`config.mk`:
```
export PLATFORM = sky130hd
export DESIGN_NAME = lin_hdr_tx
export DESIGN_NICKNAME = d
export VERILOG_FILES = /design/src/rtl/lin_hdr_pkg.sv /design/src/rtl/lin_bit_timer.sv /design/src/rtl/lin_hdr_seq.sv /design/src/rtl/lin_bit_mon.sv /design/src/rtl/lin_hdr_tx.sv
export SDC_FILE = /design/constraint.sdc
export NUM_CORES = 1
export LEC_CHECK = 0
export ABC_CLOCK_PERIOD_IN_PS = 4100
export BUFFER_PORTS_ARGS = -buffer_cell sky130_fd_sc_hd__buf_4
export CAP_MARGIN = 20
export CORE_ASPECT_RATIO = 1.2
export CORE_MARGIN = 3
export CORE_UTILIZATION = 60
export CTS_CLUSTER_DIAMETER = 50
export DETAILED_ROUTE_END_ITERATION = 12
export PLACE_DENSITY = 0.9
export REMOVE_ABC_BUFFERS = 1
export SYNTH_ARGS = -nofsm -noshare
export SYNTH_HDL_FRONTEND = slang
export SYNTH_HIERARCHICAL = 1
export SYNTH_SLANG_ARGS = --single-unit
```
`constraint.sdc`:
```
create_clock -name clk_i -period 4.1 [get_ports clk_i]
set_clock_uncertainty 0.1 [all_clocks]
set_input_delay 0.205 -clock clk_i [delete_from_list [all_inputs] [get_ports clk_i]]
set_output_delay 0.205 -clock clk_i [all_outputs]
set_load 0.01 [all_outputs]
```
`src/rtl/lin_hdr_pkg.sv`:
```
package lin_hdr_pkg;

  typedef enum logic [2:0] {
    ST_IDLE,
    ST_BRK,
    ST_DLM,
    ST_SYN,
    ST_PID
  } hdr_st_e;

  localparam logic [7:0] SYNC_BYTE = 8'h55;
  localparam logic [1:0] SEL_BRK   = 2'd0;
  localparam logic [1:0] SEL_SYN   = 2'd1;
  localparam logic [1:0] SEL_PID   = 2'd2;
  localparam logic [1:0] SEL_RSV   = 2'd3;

  // framed byte: start(0), data lsb first, stop(1)
  localparam int unsigned FRAME_LAST = 9;

  function automatic logic [7:0] pid_add_parity(input logic [7:0] id);
    logic p0, p1;
    p0 = id[0] ^ id[1] ^ id[2] ^ id[4];
    p1 = ~(id[1] ^ id[3] ^ id[4] ^ id[5]);
    return {p1, p0, id[5:0]};
  endfunction

endpackage

```
`src/rtl/lin_bit_timer.sv`:
```
module lin_bit_timer #(
  parameter int unsigned OVS = 16
) (
  input  logic clk_i,
  input  logic rst_ni,
  input  logic clr_i,
  input  logic run_i,
  input  logic tick_i,
  output logic mid_o,
  output logic end_o
);
  localparam int unsigned SUB_W = (OVS > 2) ? $clog2(OVS) : 1;
  localparam logic [SUB_W-1:0] SUB_LAST = SUB_W'(OVS - 1);
  localparam logic [SUB_W-1:0] SUB_MID  = SUB_W'(OVS / 2);

  logic [SUB_W-1:0] sub_q;

  always_ff @(posedge clk_i or negedge rst_ni) begin
    if (!rst_ni)                 sub_q <= '0;
    else if (clr_i)              sub_q <= '0;
    else if (run_i && tick_i) begin
      if (sub_q == SUB_LAST)     sub_q <= '0;
      else                       sub_q <= sub_q + 1'b1;
    end
  end

  assign mid_o = run_i && tick_i && (sub_q == SUB_MID);
  assign end_o = run_i && tick_i && (sub_q == SUB_LAST);

  // without a tick the count holds
  assert_sub_hold_R10: assert property (@(posedge clk_i) disable iff (!rst_ni)
    (!tick_i && !clr_i) |=> $stable(sub_q));

endmodule

```
`src/rtl/lin_hdr_seq.sv`:
```
module lin_hdr_seq
  import lin_hdr_pkg::*;
#(
  parameter int unsigned BRK_W = 4,
  parameter int unsigned DLM_W = 2
) (
  input  logic             clk_i,
  input  logic             rst_ni,
  input  logic             start_i,
  input  logic [1:0]       sel_i,
  input  logic [BRK_W-1:0] brk_i,
  input  logic [DLM_W-1:0] dlm_i,
  input  logic [7:0]       pid_i,
  input  logic             par_en_i,
  input  logic             bit_end_i,
  output logic             go_o,
  output logic             busy_o,
  output logic             tx_o
);
  localparam int unsigned CNT_W = (BRK_W > 4) ? BRK_W : 4;
  localparam logic [CNT_W-1:0] CNT_FLAST = CNT_W'(FRAME_LAST);

  hdr_st_e          st_q;
  logic [CNT_W-1:0] cnt_q;
  logic [1:0]       sel_q;
  logic [BRK_W-1:0] brk_q;
  logic [DLM_W-1:0] dlm_q;
  logic [7:0]       pid_q;
  logic [9:0]       frame;

  assign go_o = (st_q == ST_IDLE) && start_i && (sel_i != SEL_RSV);

  always_ff @(posedge clk_i or negedge rst_ni) begin
    if (!rst_ni) begin
      st_q  <= ST_IDLE;
      cnt_q <= '0;
      sel_q <= SEL_BRK;
      brk_q <= '0;
      dlm_q <= '0;
      pid_q <= '0;
    end else if (go_o) begin
      st_q  <= ST_BRK;
      cnt_q <= '0;
      sel_q <= sel_i;
      brk_q <= brk_i;
      dlm_q <= dlm_i;
      pid_q <= par_en_i ? pid_add_parity(pid_i) : pid_i;
    end else if (bit_end_i) begin
      cnt_q <= cnt_q + 1'b1;
      unique case (st_q)
        ST_BRK: if (cnt_q == CNT_W'(brk_q)) begin
          st_q  <= ST_DLM;
          cnt_q <= '0;
        end
        ST_DLM: if (cnt_q == CNT_W'(dlm_q)) begin
          st_q  <= (sel_q == SEL_BRK) ? ST_IDLE : ST_SYN;
          cnt_q <= '0;
        end
        ST_SYN: if (cnt_q == CNT_FLAST) begin
          st_q  <= (sel_q == SEL_SYN) ? ST_IDLE : ST_PID;
          cnt_q <= '0;
        end
        ST_PID: if (cnt_q == CNT_FLAST) begin
          st_q  <= ST_IDLE;
          cnt_q <= '0;
        end
        default: cnt_q <= '0;
      endcase
    end
  end

  always_comb begin
    frame = (st_q == ST_SYN) ? {1'b1, SYNC_BYTE, 1'b0} : {1'b1, pid_q, 1'b0};
    unique case (st_q)
      ST_BRK:          tx_o = 1'b0;
      ST_SYN, ST_PID:  tx_o = frame[cnt_q[3:0]];
      default:         tx_o = 1'b1;
    endcase
  end

  assign busy_o = (st_q != ST_IDLE);

  // reserved code never starts a header
  assert_rsv_ignored_R3: assert property (@(posedge clk_i) disable iff (!rst_ni)
    (!busy_o && start_i && sel_i == SEL_RSV) |=> !busy_o);

  // header only ends on a bit boundary
  assert_end_on_bit_R7: assert property (@(posedge clk_i) disable iff (!rst_ni)
    (busy_o && !bit_end_i) |=> busy_o);

  // line only moves at a bit boundary
  assert_line_hold_R10: assert property (@(posedge clk_i) disable iff (!rst_ni)
    (busy_o && !bit_end_i) |=> $stable(tx_o));

  // idle line is recessive
  assert_idle_high_R9: assert property (@(posedge clk_i) disable iff (!rst_ni)
    !busy_o |-> tx_o);

endmodule

```
`src/rtl/lin_bit_mon.sv`:
```
module lin_bit_mon (
  input  logic clk_i,
  input  logic rst_ni,
  input  logic mid_i,
  input  logic busy_i,
  input  logic tx_i,
  input  logic rx_i,
  input  logic clr_i,
  output logic berr_o
);
  logic hit;
  logic berr_q;

  assign hit = busy_i && mid_i && (rx_i != tx_i);

  always_ff @(posedge clk_i or negedge rst_ni) begin
    if (!rst_ni)    berr_q <= 1'b0;
    else if (hit)   berr_q <= 1'b1;
    else if (clr_i) berr_q <= 1'b0;
  end

  assign berr_o = berr_q;

  // flag is sticky until cleared
  assert_berr_sticky_R8: assert property (@(posedge clk_i) disable iff (!rst_ni)
    (berr_q && !clr_i) |=> berr_q);

  // flag only rises through a mid-bit sample
  assert_berr_cause_R8: assert property (@(posedge clk_i) disable iff (!rst_ni)
    $rose(berr_q) |-> $past(mid_i && busy_i));

endmodule

```
`src/rtl/lin_hdr_tx.sv`:
```
module lin_hdr_tx #(
  parameter int unsigned OVS   = 16,
  parameter int unsigned BRK_W = 4
) (
  input  logic             clk_i,
  input  logic             rst_ni,
  input  logic             samp_tick_i,
  input  logic             start_i,
  input  logic [1:0]       hdr_sel_i,
  input  logic [BRK_W-1:0] brk_len_i,
  input  logic [1:0]       dlm_len_i,
  input  logic [7:0]       pid_i,
  input  logic             par_en_i,
  input  logic             rx_i,
  input  logic             berr_clr_i,
  output logic             tx_o,
  output logic             busy_o,
  output logic             berr_o
);
  logic go, mid, bit_end, busy, tx;

  lin_bit_timer #(.OVS(OVS)) u_timer (
    .clk_i  (clk_i),
    .rst_ni (rst_ni),
    .clr_i  (go),
    .run_i  (busy),
    .tick_i (samp_tick_i),
    .mid_o  (mid),
    .end_o  (bit_end)
  );

  lin_hdr_seq #(.BRK_W(BRK_W), .DLM_W(2)) u_seq (
    .clk_i     (clk_i),
    .rst_ni    (rst_ni),
    .start_i   (start_i),
    .sel_i     (hdr_sel_i),
    .brk_i     (brk_len_i),
    .dlm_i     (dlm_len_i),
    .pid_i     (pid_i),
    .par_en_i  (par_en_i),
    .bit_end_i (bit_end),
    .go_o      (go),
    .busy_o    (busy),
    .tx_o      (tx)
  );

  lin_bit_mon u_mon (
    .clk_i  (clk_i),
    .rst_ni (rst_ni),
    .mid_i  (mid),
    .busy_i (busy),
    .tx_i   (tx),
    .rx_i   (rx_i),
    .clr_i  (berr_clr_i),
    .berr_o (berr_o)
  );

  assign tx_o   = tx;
  assign busy_o = busy;

  // an accepted start raises busy next cycle
  assert_start_busy_R7: assert property (@(posedge clk_i) disable iff (!rst_ni)
    (!busy && start_i && hdr_sel_i != 2'd3) |=> busy);

endmodule

```
==> impl_metrics.yaml <==
finish:
  layout.cells.non_filler: 246
  areaGrowthSynthToFinish_pct: 22.4
  final.fill_count: 147
  antenna_cells: 0
  drive_gt1_share_pct: 18.6
  nNetsFinal: 243
place:
  port_buffers: 25
  globalplace.congestion: 0.817
  dp_cells: 228
  hpwl_um: 2440
critical_path:
  worst-path-buf-inv: 0
  arrival_ns: 2.57
  crit_chain: "or3_1 -> nand2_1 -> nor2_1 -> and3_1 -> nor4b_2 -> mux2_2"
  path_class: "register to register"
  crit_family: "simple AND/OR/NAND/NOR gates"
  cp_slowest_cell: "dfrtp_1"
  r2r_setup_slack_ns: 1.66
  critical_path.max_stage_delay_ns: 0.55
  crit_path_start_kind: "register"
  required_ns: 4.23
  worstPathMaxFanout: 12
  end_kind: "register"
logic_synthesis:
  synth_seq_cells: 28
  synth_cells: 179
  seq_area_frac_synth_pct: 43.5
  avgSynthCellArea_um2: 9.00
  ys_warn_count: 6
  synth_cell_types: 44
  synth-main-ff-cell: "dfrtp_1"
  synth_edf_count: 0
  synthArstFlopShare_pct: 100
  synthesis.area_mm2: 0.00161
timing:
  fin_crit_sh_pct: 59.5
  worstMarginPinSlew_ns: 0.729
  slew_headroom_pct: 51.4
  drv_slew: 0
  rsz0062_at_grt: "false"
  fin_tns_setup_ns: 0
  setup_viol: 0
  layout_min_cycle_time_ns: 2.44
  final_hold_viol_count: 0
  timing.fmax_mhz: 410
routing:
  drc: 0
  ant_nets: 0
  routed_wl_um: 3600
  avgRoutedWirePerCell_um: 14.6
  viasPerCell: 5.75
  vias: 1414
  first_iter_violations: 83
  first_pass_iters: 4
power:
  power_frac_seq_pct: 46.6
  combPwrFrac_pct: 41.5
  swShare_pct: 40.4
  switching_power_mw: 0.446
  power.density_mw_per_mm2: 560
  intPower_mw: 0.658
  peakVddDrop_uv: 441
  pwr-share-clk_pct: 12.0
  leakage_nw: 0.906
floorplan:
  num_rows: 19
  fp.dieW_um: 53.3
  fp.coreArea_mm2: 0.00242
  die_height_um: 62.8
  start_util_pct: 66.5
  io_pins: 26
  dieArea_mm2: 0.00335
cts:
  post_cts_buffers: 0
  cts-root-buf: "clkbuf_4"
  cts_tree: "yes"
  numCtsBuffers: 3
  worstSkewPairLatency_ns: 0.32
  ctsResizeCount: 0
  clk_pin_slew_ns: 0.14
  clockBufferDepth: 2
  htreeDepth: 1
  cts.sinks: 28
grt:
  grt_pass1_wl_um: 6010
  grt_max_degree: 29
  antenna_found_initial: 0
  overflow: 0
  grtUsageTotal_pct: 24.1
  grt_pass1_vias: 1393
run_status:
  run_status: "finished clean"
min_path:
  hp-class: "primary input to register"
run:
  maxCapViolCount: 0
## path summary, 6_finish.rpt
path                                      from          endpoint  cells after the start
worst max register to register   u_seq/st_q[0]     u_seq/st_q[2]                      6
min in group asynchronous               rst_ni      u_mon/berr_o                      2
worst min register to register  u_seq/pid_q[3]    u_seq/pid_q[3]                      2
worst max-delay path             u_seq/st_q[0]     u_seq/st_q[2]                      6
worst min-delay path                      rx_i      u_mon/berr_o                      3
max in group asynchronous               rst_ni  u_timer/sub_q[0]                      2
## cell usage in the layout, fill, tap and decap left out, types with 3 or more instances in the layout
cell / netlist / layout
a21oi_1: 9 / 9
buf_4: 1 / 25
clkbuf_4: 0 / 3
dfrtp_1: 28 / 28
dlygate4sd3_1: 0 / 14
ha_1: 4 / 4
inv_1: 7 / 7
mux2i_1: 3 / 3
nand2_1: 50 / 50
nand3_1: 6 / 6
nor2_1: 7 / 7
nor3_1: 3 / 3
o21ai_0: 10 / 10
xnor2_1: 12 / 12
## cell usage after synthesis, types with 2 or more instances
library cell / instances / area, um2
nand2_1: 50 / 188
dfrtp_1: 28 / 701
xnor2_1: 12 / 105
o21ai_0: 10 / 50.1
a21oi_1: 9 / 45.0
inv_1: 7 / 26.3
nor2_1: 7 / 26.3
nand3_1: 6 / 30.0
buf_2: 4 / 20.0
ha_1: 4 / 50.1
mux2i_1: 3 / 30.0
nor3_1: 3 / 15.0
nand2b_1: 2 / 12.5
nand3b_1: 2 / 15.0
o22ai_1: 2 / 12.5
or3b_1: 2 / 17.5
## flip-flops by register name, summed over array words and instances, names as in the netlist
name	flops
u_mon/berr_o	1
u_seq/pid_q	8
u_seq/sel_q	2
u_seq/cnt_q	4
u_seq/st_q	3
u_timer/sub_q	4
u_seq/dlm_q	2
u_seq/brk_q	4
## power groups by stage
stage / sequential, mW / clock, mW / combinational [mW]
after floorplan: 0.484 / 0 / 0.331
after global placement: 0.508 / 0 / 0.425
after detailed placement: 0.517 / 0 / 0.440
after CTS: 0.510 / 0.136 / 0.454
after global routing: 0.532 / 0.147 / 0.516
final: 0.514 / 0.132 / 0.458
## metal layers
metal / GRT usage, % / part of all wire, % / vias to the layer above
met1: 29.3 / 39 / 664
met4: 6.71 / 1.5 / 0
met3: 3.58 / 6.1 / 8
li1: - / - / 680
met2: 42.5 / 53 / 62
met5: 0 / 0 / -
## kinds of logic (layout without fill, tap and decap cells)
family                   after synthesis  after routing  synth area share, %
XOR/XNOR                              13             13                 7.07
adder cells (fa/ha/maj)                4              4                 3.11
flip-flops                            28             28                 43.5
AND/OR/NAND/NOR                       81             81                 23.5
multiplexers                           5              5                 3.96
buffers and inverters                 16             52                 5.51
AO/OA/AOI/OAI                         32             32                 13.4
## worst register-to-register path, cell delays in order, from the launching register on
cell     delay, ns
dfrtp_1       0.55
or3_1         0.30
nand2_1       0.14
nor2_1        0.24
and3_1        0.24
nor4b_2       0.40
mux2_2        0.38
## through the flow
step / hold WS (ns) / util, % / cell area (um2) / setup slack [ns] / power [mW]
after floorplan: -0.191 / - / 1570 / 1.92 / 0.815
after global placement: 0.0370 / 74.0 / 1800 / 1.79 / 0.933
after detailed placement: 0.0416 / 74.0 / 1800 / 1.71 / 0.957
after CTS: 0.0387 / 81.3 / 1970 / 1.69 / 1.10
after global routing: 0.0321 / 81.3 / 1970 / 1.48 / 1.19
final: 0.0431 / 81.3 / 1970 / 1.66 / 1.10
## final cells by class
cell class | count | area [um2] | share of cell area, %
sequential | 28 | 701 | 35.5
multi-input combinational | 135 | 822 | 41.7
clock buffer | 4 | 36.3 | 1.84
tap | 31 | 38.8 | 1.97
inverter | 9 | 46.3 | 2.35
timing repair buffer | 39 | 328 | 16.6
## timing repair
action | in CTS | in global routing
hold endpoints to repair | 41 | 0
hold buffers | 14 | 0
setup endpoints to repair | 0 | 0
(Power assumes the default switching activity.)
